===== src/rtl/ps2h_pkg.sv =====
package ps2h_pkg;

    typedef enum logic [2:0] {
        ST_IDLE,
        ST_RX,
        ST_ARM,
        ST_RTS,
        ST_TX
    } ps2h_state_e;

    localparam int unsigned BYTE_W    = 8;
    localparam int unsigned LINES     = 2;
    localparam int unsigned IDX_CLK   = 0;
    localparam int unsigned IDX_DAT   = 1;
    localparam logic [3:0]  LAST_EDGE = 4'd10;
    localparam logic [BYTE_W-1:0] RX_EMPTY = 8'hFF;

    typedef struct packed {
        logic              stop;
        logic              par;
        logic [BYTE_W-1:0] data;
    } ps2h_txfrm_t;

    function automatic logic odd_bit(input logic [BYTE_W-1:0] d);
        return ~^d;
    endfunction

    function automatic logic frame_ok(input logic [BYTE_W-1:0] d, input logic p);
        return ^{d, p};
    endfunction

endpackage


===== src/rtl/ps2h_line_filter.sv =====
module ps2h_line_filter #(
    parameter int unsigned SYNC_STAGES = 2,
    parameter int unsigned FILT_LEN    = 4
) (
    input  logic clk,
    input  logic rst,
    input  logic line_i,
    output logic line_o
);
    localparam int unsigned CW = $clog2(FILT_LEN + 1);

    logic [SYNC_STAGES-1:0] sync_q;
    logic [CW-1:0]          run_q;
    logic                   settled;

    assign settled = sync_q[SYNC_STAGES-1];

    always_ff @(posedge clk) begin
        if (rst) begin
            sync_q <= '1;
            run_q  <= '0;
            line_o <= 1'b1;
        end else begin
            sync_q <= {sync_q[SYNC_STAGES-2:0], line_i};
            if (settled != line_o) begin
                if (run_q == CW'(FILT_LEN - 1)) begin
                    line_o <= settled;
                    run_q  <= '0;
                end else begin
                    run_q <= run_q + 1'b1;
                end
            end else begin
                run_q <= '0;
            end
        end
    end

    // the output only moves toward a level the synchronizer has held
    p_filter_follows_r13: assert property (@(posedge clk) disable iff (rst)
        (line_o != $past(line_o)) |-> ($past(settled) == line_o));

endmodule


===== src/rtl/ps2h_watchdog.sv =====
module ps2h_watchdog #(
    parameter int unsigned TO_CYCLES = 20000
) (
    input  logic clk,
    input  logic rst,
    input  logic active,
    input  logic kick,
    output logic expire
);
    localparam int unsigned CW = $clog2(TO_CYCLES + 1);

    logic [CW-1:0] quiet_q;

    assign expire = active && !kick && (quiet_q == CW'(TO_CYCLES - 1));

    always_ff @(posedge clk) begin
        if (rst || !active || kick) begin
            quiet_q <= '0;
        end else if (!expire) begin
            quiet_q <= quiet_q + 1'b1;
        end
    end

    // expiry only after a stretch of active, edge-free cycles
    p_expire_after_quiet_r11: assert property (@(posedge clk) disable iff (rst)
        expire |-> ($past(active) && !$past(kick)));

endmodule


===== src/rtl/ps2h_engine.sv =====
module ps2h_engine
    import ps2h_pkg::*;
#(
    parameter int unsigned RTS_DELAY = 4
) (
    input  logic              clk,
    input  logic              rst,
    input  logic              en,
    input  logic              dir_wr,
    input  logic              dir_wdata,
    input  logic              tx_wr,
    input  logic [BYTE_W-1:0] tx_wdata,
    input  logic              rx_rd,
    input  logic              clk_f,
    input  logic              dat_f,
    input  logic              wd_expire,
    output logic              wd_active,
    output logic              wd_kick,
    output logic              clk_low_o,
    output logic              dat_low_o,
    output logic [BYTE_W-1:0] rx_rdata,
    output logic              dir_tx,
    output logic              rx_ready,
    output logic              tx_idle,
    output logic              parity_err,
    output logic              timeout_err,
    output logic              tx_nack
);
    localparam int unsigned RW = $clog2(RTS_DELAY + 1);

    ps2h_state_e       state_q;
    logic [3:0]        edge_q;
    logic [BYTE_W-1:0] rx_sh_q;
    logic              rx_par_q;
    logic [9:0]        tx_sh_q;
    logic              dat_drv_q;
    logic [RW-1:0]     rts_q;
    logic              clk_f_q;

    logic              fall;
    logic              tx_accept;
    logic              rx_done;
    logic              rx_good;
    ps2h_txfrm_t       tx_frame;

    assign fall      = clk_f_q && !clk_f;
    assign tx_accept = en && dir_tx && (state_q == ST_ARM) && !rx_ready && tx_wr;
    assign rx_done   = (state_q == ST_RX) &&
                       ((en && !wd_expire && fall && edge_q == LAST_EDGE) ||
                        (!en && edge_q >= LAST_EDGE));
    assign rx_good   = frame_ok(rx_sh_q, rx_par_q);
    assign tx_frame  = '{stop: 1'b1, par: odd_bit(tx_wdata), data: tx_wdata};

    assign tx_idle   = !((state_q == ST_RTS) || (state_q == ST_TX));
    assign wd_active = en && ((state_q == ST_RX) || (state_q == ST_TX));
    assign wd_kick   = fall;
    assign clk_low_o = en && (((state_q == ST_IDLE) && rx_ready) ||
                              (state_q == ST_ARM) || (state_q == ST_RTS));
    assign dat_low_o = en && dat_drv_q;

    always_ff @(posedge clk) begin
        if (rst) begin
            state_q     <= ST_IDLE;
            edge_q      <= '0;
            rx_sh_q     <= '0;
            rx_par_q    <= 1'b0;
            tx_sh_q     <= '0;
            dat_drv_q   <= 1'b0;
            rts_q       <= '0;
            clk_f_q     <= 1'b1;
            rx_rdata    <= RX_EMPTY;
            rx_ready    <= 1'b0;
            dir_tx      <= 1'b0;
            parity_err  <= 1'b0;
            timeout_err <= 1'b0;
            tx_nack     <= 1'b0;
        end else begin
            clk_f_q <= clk_f;

            if (rx_rd) begin
                rx_ready <= 1'b0;
                rx_rdata <= RX_EMPTY;
            end

            if (dir_wr && tx_idle) begin
                dir_tx <= dir_wdata;
            end

            if (rx_done) begin
                if (rx_good) begin
                    rx_rdata <= rx_sh_q;
                    rx_ready <= 1'b1;
                end else begin
                    parity_err <= 1'b1;
                end
            end

            if (!en) begin
                state_q   <= ST_IDLE;
                dat_drv_q <= 1'b0;
            end else begin
                case (state_q)
                    ST_IDLE: begin
                        if (dir_tx) begin
                            state_q <= ST_ARM;
                        end else if (!rx_ready && fall && !dat_f) begin
                            state_q     <= ST_RX;
                            edge_q      <= 4'd1;
                            parity_err  <= 1'b0;
                            timeout_err <= 1'b0;
                        end
                    end
                    ST_RX: begin
                        if (wd_expire) begin
                            timeout_err <= 1'b1;
                            rx_rdata    <= RX_EMPTY;
                            state_q     <= ST_IDLE;
                        end else if (fall) begin
                            if (edge_q <= 4'd8) begin
                                rx_sh_q <= {dat_f, rx_sh_q[BYTE_W-1:1]};
                            end else if (edge_q == 4'd9) begin
                                rx_par_q <= dat_f;
                            end
                            if (edge_q == LAST_EDGE) begin
                                state_q <= ST_IDLE;
                            end
                            edge_q <= edge_q + 4'd1;
                        end
                    end
                    ST_ARM: begin
                        if (!dir_tx) begin
                            state_q <= ST_IDLE;
                        end else if (tx_accept) begin
                            tx_sh_q     <= tx_frame;
                            dat_drv_q   <= 1'b1;
                            rts_q       <= '0;
                            timeout_err <= 1'b0;
                            tx_nack     <= 1'b0;
                            state_q     <= ST_RTS;
                        end
                    end
                    ST_RTS: begin
                        rts_q <= rts_q + 1'b1;
                        if (rts_q == RW'(RTS_DELAY - 1)) begin
                            edge_q  <= '0;
                            state_q <= ST_TX;
                        end
                    end
                    ST_TX: begin
                        if (wd_expire) begin
                            timeout_err <= 1'b1;
                            rx_rdata    <= RX_EMPTY;
                            dir_tx      <= 1'b0;
                            dat_drv_q   <= 1'b0;
                            state_q     <= ST_IDLE;
                        end else if (fall) begin
                            if (edge_q == LAST_EDGE) begin
                                tx_nack   <= dat_f;
                                dir_tx    <= 1'b0;
                                dat_drv_q <= 1'b0;
                                state_q   <= ST_IDLE;
                            end else begin
                                dat_drv_q <= !tx_sh_q[0];
                                tx_sh_q   <= {1'b0, tx_sh_q[9:1]};
                                edge_q    <= edge_q + 4'd1;
                            end
                        end
                    end
                    default: state_q <= ST_IDLE;
                endcase
            end
        end
    end

    // a waiting byte in receive mode keeps the device held off
    p_hold_while_ready_r3: assert property (@(posedge clk) disable iff (rst)
        (en && rx_ready && !dir_tx) |-> (clk_low_o && !dat_low_o));

    // reading a waiting byte empties the buffer
    p_read_reload_r4: assert property (@(posedge clk) disable iff (rst)
        (rx_rd && rx_ready) |=> (!rx_ready && rx_rdata == RX_EMPTY));

    // no transmission starts while a received byte waits
    p_no_tx_over_rx_r7: assert property (@(posedge clk) disable iff (rst)
        $fell(tx_idle) |-> !$past(rx_ready));

    // clock is handed back only with data already low
    p_rts_order_r8: assert property (@(posedge clk) disable iff (rst)
        (en && $past(en) && $past(state_q) == ST_RTS && state_q == ST_TX)
            |-> (dat_low_o && !clk_low_o));

    // end of transmission always returns direction to receive
    p_tx_end_dir_r10: assert property (@(posedge clk) disable iff (rst)
        ($rose(tx_idle) && en) |-> !dir_tx);

    // a disabled port never pulls a wire
    p_disabled_release_r12: assert property (@(posedge clk) disable iff (rst)
        !en |-> (!clk_low_o && !dat_low_o));

endmodule


===== src/rtl/ps2_host_port.sv =====
module ps2_host_port
    import ps2h_pkg::*;
#(
    parameter int unsigned SYNC_STAGES = 2,
    parameter int unsigned FILT_LEN    = 4,
    parameter int unsigned TO_CYCLES   = 20000,
    parameter int unsigned RTS_DELAY   = 4
) (
    input  logic       clk,
    input  logic       rst,
    input  logic       cfg_enable,
    input  logic       dir_wr,
    input  logic       dir_wdata,
    input  logic       tx_wr,
    input  logic [7:0] tx_wdata,
    input  logic       rx_rd,
    output logic [7:0] rx_rdata,
    output logic       dir_tx,
    output logic       rx_ready,
    output logic       tx_idle,
    output logic       parity_err,
    output logic       timeout_err,
    output logic       tx_nack,
    input  logic       ps2_clk_in,
    input  logic       ps2_dat_in,
    output logic       ps2_clk_low,
    output logic       ps2_dat_low
);
    logic [LINES-1:0] line_raw;
    logic [LINES-1:0] line_flt;
    logic             wd_active;
    logic             wd_kick;
    logic             wd_expire;

    assign line_raw[IDX_CLK] = ps2_clk_in;
    assign line_raw[IDX_DAT] = ps2_dat_in;

    for (genvar i = 0; i < LINES; i++) begin : g_line
        ps2h_line_filter #(
            .SYNC_STAGES(SYNC_STAGES),
            .FILT_LEN   (FILT_LEN)
        ) u_filt (
            .clk   (clk),
            .rst   (rst),
            .line_i(line_raw[i]),
            .line_o(line_flt[i])
        );
    end

    ps2h_watchdog #(
        .TO_CYCLES(TO_CYCLES)
    ) u_wd (
        .clk   (clk),
        .rst   (rst),
        .active(wd_active),
        .kick  (wd_kick),
        .expire(wd_expire)
    );

    ps2h_engine #(
        .RTS_DELAY(RTS_DELAY)
    ) u_eng (
        .clk        (clk),
        .rst        (rst),
        .en         (cfg_enable),
        .dir_wr     (dir_wr),
        .dir_wdata  (dir_wdata),
        .tx_wr      (tx_wr),
        .tx_wdata   (tx_wdata),
        .rx_rd      (rx_rd),
        .clk_f      (line_flt[IDX_CLK]),
        .dat_f      (line_flt[IDX_DAT]),
        .wd_expire  (wd_expire),
        .wd_active  (wd_active),
        .wd_kick    (wd_kick),
        .clk_low_o  (ps2_clk_low),
        .dat_low_o  (ps2_dat_low),
        .rx_rdata   (rx_rdata),
        .dir_tx     (dir_tx),
        .rx_ready   (rx_ready),
        .tx_idle    (tx_idle),
        .parity_err (parity_err),
        .timeout_err(timeout_err),
        .tx_nack    (tx_nack)
    );

endmodule


===== config.mk =====
export PLATFORM = sky130hd
export DESIGN_NAME = ps2_host_port
export DESIGN_NICKNAME = d
export VERILOG_FILES = /design/src/rtl/ps2h_pkg.sv /design/src/rtl/ps2h_line_filter.sv /design/src/rtl/ps2h_watchdog.sv /design/src/rtl/ps2h_engine.sv /design/src/rtl/ps2_host_port.sv
export SDC_FILE = /design/constraint.sdc
export NUM_CORES = 1
export LEC_CHECK = 0
export BUFFER_PORTS_ARGS = -buffer_cell sky130_fd_sc_hd__buf_2
export CAP_MARGIN = 20
export CORE_ASPECT_RATIO = 2
export CORE_MARGIN = 3
export CORE_UTILIZATION = 59
export DETAILED_ROUTE_END_ITERATION = 8
export PLACE_DENSITY = 0.85
export REMOVE_ABC_BUFFERS = 1
export SKIP_CTS_REPAIR_TIMING = 1
export SLEW_MARGIN = 15
export SYNTH_ARGS = -nofsm -noshare
export SYNTH_HDL_FRONTEND = slang
export SYNTH_SLANG_ARGS = --single-unit

===== constraint.sdc =====
create_clock -name clk -period 2.56 [get_ports clk]
set_input_delay 0.64 -clock clk [delete_from_list [all_inputs] [get_ports clk]]
set_output_delay 0.64 -clock clk [all_outputs]
set_load 0.02 [all_outputs]

=== After elaboration in Yosys (flattened, before gate mapping) ===
Cells that the tools add are included.

* Bits in latches: 0
* Memories kept: 0
* Memory bits (read-only): 0
* Bits in writable memories: 0
* Bits in registers: 71
* Output and inout bits: 16
* Word-level logic and storage cells: 183
* Input bits: 17

* Bitwise gates (word level): 5
* Eq/ne operators: 29
* Reductions and logical operators: 57
* $lt $le $gt $ge: 2
* Divide/modulo/power cells: 0
* Muxes and demuxes: 64
* Shift operators: 0
* Add/subtract/negate cells: 5
* Multipliers: 0

{| class="wikitable"
|+ Operators by type and width
! kind !! count
|-
| 2-to-1 mux 10 bit || 5
|-
| 2-to-1 mux 8 bit || 6
|-
| 2-to-1 mux 4 bit || 8
|-
| 2-to-1 mux 3 bit || 10
|-
| 2-to-1 mux 1 bit || 28
|-
| AND reduction 7 bit || 3
|-
| case mux 10 bit (2 select lines) || 1
|-
| logical AND 1 bit || 19
|-
| case mux 4 bit (4 select lines) || 1
|-
| adder 15 x 1 -> 15 bit (second input constant) || 1
|-
| equality test 15 bit (second input constant) || 1
|-
| equality test 3 x 2 -> 1 bit (second input constant) || 5
|-
| inequality test 2 x 1 -> 1 bit (second input constant) || 6
|-
| inequality test 2 bit (second input constant) || 6
|-
| case mux 3 bit (4 select lines) || 1
|-
| AND reduction 10 bit || 1
|-
| AND reduction 5 bit || 2
|-
| adder 3 x 1 -> 3 bit (second input constant) || 3
|-
| logical NOT 1 bit || 9
|-
| inequality test 3 x 1 -> 1 bit (second input constant) || 3
|-
| parity 9 bit || 1
|-
| equality test 4 bit (second input constant) || 2
|-
| AND reduction 4 bit || 2
|-
| XNOR reduction 8 bit || 1
|-
| other kinds (21) || 37
|}

=== Logic depth before layout (Yosys ltp) ===
* Depth after elaboration: 16
* Mapped depth: 8
* Depth with buffers taken out: 7

=== Hierarchy ===
A second synthesis with hierarchy kept.

* Cells, all modules: 404
* Area, all modules: 3,578.4 µm²

{| class="wikitable"
|+ By module, submodules not included
! module !! sequential area each (µm²) !! instances !! cells an instance !! area an instance (µm²)
|-
| ps2h_engine || 880.8 || 1 || 282 || 2,421.1
|-
| ps2h_watchdog || 300.3 || 1 || 88 || 729.4
|-
| ps2h_line_filter || 120.1 || 2 || 17 || 214.0
|}

=== Least setup slack after synthesis ===
Ideal clock, no wire load.

* Path type: input to output
* Start point: input port cfg_enable
* End point: output port ps2_clk_low
* Arrival time: 1.314 ns
* Stages: 3
* Path slack: 0.606 ns
* Data required time: 1.920 ns
* Buffers on the path: 1
* Cells stage by stage: clkbuf_1 > nand2b_1 > nor2_1

* Longest elaborated chain between the ends: 1

{| class="wikitable"
|+ Ends and longest elaborated chain
! item !! line !! text
|-
| from (decl) || ps2_host_port.sv:11 || <nowiki>input logic cfg_enable,</nowiki>
|-
| logical AND 1 bit || ps2h_engine.sv:57 || <nowiki>assign clk_low_o = en && (((state_q == ST_IDLE) && rx_ready) ||</nowiki>
|-
| to (decl) || ps2_host_port.sv:26 || <nowiki>output logic ps2_clk_low,</nowiki>
|}

Every way passes these cells.

=== Worst setup path after layout ===
* Start point: register u_eng.state_q[1]
* End point: output port tx_idle

* Longest elaborated chain between the ends: 3
* Elaborated cells between the ends (all ways): 4
* Classes of those cells: 2 x eq/ne; 2 x reduce/logical

{| class="wikitable"
|+ Ends and longest elaborated chain
! item !! line !! text
|-
| from (decl) || ps2h_engine.sv:31 || <nowiki>ps2h_state_e state_q;</nowiki>
|-
| from (signal assigned) || ps2h_engine.sv:63 || <nowiki>state_q <= ST_IDLE;</nowiki>
|-
| from (signal assigned) || ps2h_engine.sv:99 || <nowiki>state_q <= ST_IDLE;</nowiki>
|-
| from (signal assigned) || ps2h_engine.sv:105 || <nowiki>state_q <= ST_ARM;</nowiki>
|-
| equality test 3 x 2 -> 1 bit or equality test 3 bit (tied branches) || ps2h_engine.sv:54 || <nowiki>assign tx_idle = !((state_q == ST_RTS) || (state_q == ST_TX));</nowiki>
|-
| logical OR 1 bit (*) || ps2h_engine.sv:54 ||
|-
| logical NOT 1 bit (*) || ps2h_engine.sv:54 ||
|-
| to (decl) || ps2_host_port.sv:20 || <nowiki>output logic tx_idle,</nowiki>
|}

Every way passes the cells marked *; elsewhere a longest branch is shown, timed or not.

==> run summary <==
status = finished, final reports clean
Root Buffer = clkbuf_16
HP Class = reg -> reg
power per cell area = 656 nW/um^2
clock group share of total power = 53.3%
post-route ant nets = 0
clk_lat worst skew = 0.33 ns
Initial DRC Count = 171
Final Critical Period = 2.26 ns
Combinational Power Share = 4.6%
hpwl dp = 5490 microns
gr ovfl total = 0
standby leakage power = 1.69 nW
Buffers & Inverters on Critical Path = 1
Worst Path Required = 1.92 ns
Hold Crit Endpoint = g_line[1].u_filt.sync_q[1]$_SDFF_PP1_
largest net degree at the start of global routing = 39
global-route wire length before repair = 12400 microns
vias in the first global route = 2870
R2R cell count = 6
CTS HTree Levels = 3
DIE HEIGHT = 115 microns
Ports = 33
Detailed Route WL = 7660 microns
max incr delay on CP = 0.60 ns
final slew viol count = 0
hold path cells = 1
internal power = 2.14 mW
Total Neg Setup Slack = 0 ns
final period utilization = 88.1%
via density per instance = 6.07
Synth Cell Area = 3520 sq um
peak supply drop = 0.599 mV
Final Non-Filler Cells = 489
Hold WS = 0.414 ns
core area = 5760 sq um
initial antenna violation count = 0
post-placement cell count = 473
share of the synthesized area in the top cell type = 40.4%
FF+latch count, synth = 71
Max-Cap Viols = 0
I/O Buffers = 32
Switching Share = 19.8%
r2r setup slk = 0.39 ns
crit path DAT = 1.62 ns
Startpoint Class = flop
CP max FO = 14
layout cell share with drive strength beyond 1 = 16.4%
sw power = 0.528 mW
CP Capture Type = output port
Post-Route Skew = 0.00324 ns
Final Hold Viols = 0
RePlAce Congestion = 0.959
Total Nets Final = 450
leading post-synthesis cells by cell area = dfxtp_1 40%, mux2i_1 7.7%, nor2_1 6.4%
R2R Path End = u_wd.quiet_q[0]$_SDFFE_PP0N_
sequential share of power = 42.1%
RSZ-0062 raised after global routing = no
Max clock buf depth = 2
Slowest cell on crit path = dfxtp_1
hold wc startpoint = g_line[1].u_filt.sync_q[0]$_SDFF_PP1_
ys flop type = dfxtp_1
worst r2r src = u_wd.quiet_q[0]$_SDFFE_PP0N_
Least-Margin Pin Slew = 0.672 ns
GRT Total Usage = 23.7%
Distinct cells, synth = 55
Fmax = 0.443 GHz
Synth async-reset ratio = 0%
# diodes = 0
Inserted Clock Buffers = 9
number of synthesized flops with an enable pin = 0
Detailed Routing Iterations Pass 1 = 4
Mapped Cells = 393
DIE WIDTH = 60.6 microns
worst path cell trace = and3b_1 -> nor2_1 -> buf_2
Worst path top cell family by delay = flip-flops
Avg Cell Area, Syn = 8.96 sq um
slew margin rel. = 54.8%
routed vias = 2968
synth warn = 0
initial core utilization = 61.2%
commonest non-fill, non-tap cell in the layout = dfxtp_1
layout overhead on the synthesized area = 15.3%
filler instances = 427
drc violations = 0
most frequent cells in the layout = 71 x dfxtp_1, 60 x nor2_1, 32 x buf_2, 27 x mux2i_1, 23 x xnor2_1
# setup viols final = 0
wire length per cell = 15.7 microns
CTS sink cnt = 71
Setup CP Type = reg -> out
Placement Rows = 39
full die area = 6990 sq um
Synth area leader = dfxtp_1
CTS tree = done
Reg clk slew, reported paths = 0.05 ns
sequential fraction of the synthesis area = 40.4%
worst register-to-register path: cells and delay by family (launching register included):
kind	cells	cell delay (ns)
adders and majority gates	1	0.25
and+or+nand+nor	4	1.15
xor gates and xnor gates	1	0.19
DFF	1	0.45
Yosys cell counts (3+ instances only):
| cell type | number |
|---|---|
| a211o_1 | 3 |
| a21oi_1 | 17 |
| a221oi_1 | 3 |
| and3_1 | 3 |
| buf_2 | 7 |
| clkbuf_1 | 10 |
| dfxtp_1 | 71 |
| ha_1 | 10 |
| inv_1 | 17 |
| mux2_2 | 5 |
| mux2i_1 | 27 |
| nand2_1 | 18 |
| nand2b_1 | 5 |
| nand3_1 | 8 |
| nand3b_1 | 4 |
| nand4_1 | 6 |
| nor2_1 | 60 |
| nor2b_1 | 4 |
| nor3_1 | 14 |
| nor4_1 | 5 |
| o2111ai_1 | 4 |
| o21ai_0 | 9 |
| o31ai_1 | 4 |
| or2_2 | 7 |
| or3_1 | 5 |
| xnor2_1 | 23 |
| xor2_1 | 8 |
kinds of logic after synthesis:
kind of cell | synth area share [%]
buffers and inverters | 4.09
adder cells (fa/ha/maj) | 3.55
AO/OA/AOI/OAI | 10.6
flip-flops | 40.4
XOR/XNOR | 8.38
multiplexers | 9.91
AND/OR/NAND/NOR | 23.1
per-layer routing:
metal / GRT usage, % / wire, microns
met4: 17.5 / 394
met1: 22.9 / 2740
met2: 42.5 / 4280
met5: 0 / 0
met3: 3.60 / 241
per-stage QoR:
| step | setup WS, ns | cell area [sq um] | power (mW) | utilization [%] |
|---|---|---|---|---|
| final | 0.304 | 4060 | 2.67 | 70.6 |
| after floorplan | 0.663 | 3440 | 1.21 | - |
| after detailed placement | 0.275 | 3720 | 1.26 | 64.5 |
| after CTS | 0.331 | 4060 | 2.68 | 70.6 |
| after global placement | 0.351 | 3720 | 1.26 | 64.5 |
| after global routing | 0.204 | 4060 | 2.74 | 70.6 |
flip-flops by register name, summed over array words and instances (netlist names):
register	count
u_eng.parity_err	1
u_eng.clk_f_q	1
u_eng.rx_par_q	1
u_eng.edge_q	4
u_eng.state_q	3
g_line.u_filt.sync_q	4
u_eng.tx_nack	1
g_line.u_filt.run_q	6
u_eng.dat_drv_q	1
u_eng.rx_ready	1
g_line.u_filt.line_o	2
u_wd.quiet_q	15
u_eng.timeout_err	1
u_eng.rx_sh_q	8
u_eng.rx_rdata	8
u_eng.rts_q	3
u_eng.tx_sh_q	10
u_eng.dir_tx	1
worst max path at each step:
stage / slack, ns / start / end / cells after the start
3_3_place_gp: 0.35 / cfg_enable / u_eng.state_q[2]$_SDFFE_PP0P_ / 6
2_1_floorplan: 0.66 / u_eng.edge_q[0]$_SDFFE_PP0P_ / u_eng.edge_q[1]$_SDFFE_PP0P_ / 7
3_5_place_dp: 0.28 / cfg_enable / u_eng.state_q[2]$_SDFFE_PP0P_ / 6
4_1_cts: 0.33 / u_eng.state_q[1]$_SDFFE_PP0P_ / tx_idle / 3
6_report: 0.30 / u_eng.state_q[1]$_SDFFE_PP0P_ / tx_idle / 3
5_1_grt: 0.20 / u_eng.edge_q[0]$_SDFFE_PP0P_ / u_eng.edge_q[1]$_SDFFE_PP0P_ / 7
power by group through the flow:
stage               Sequential (mW)  Combinational (mW)  Clock (mW)
global route                   1.12               0.134        1.49
floorplan                      1.14              0.0703           0
CTS                            1.12               0.122        1.44
finish                         1.12               0.123        1.42
detailed placement             1.14               0.120           0
global placement               1.14               0.116           0
final cells by class:
class | instances | area [sq um] | area share (%)
multi-input combinational | 287 | 1960 | 48.2
tap | 61 | 76.3 | 1.88
timing repair buffer | 37 | 198 | 4.87
sequential | 71 | 1420 | 35.0
clock inverter | 6 | 108 | 2.65
clock buffer | 10 | 239 | 5.88
inverter | 17 | 63.8 | 1.57
No activity file was read; power rests on OpenSTA's default activity.
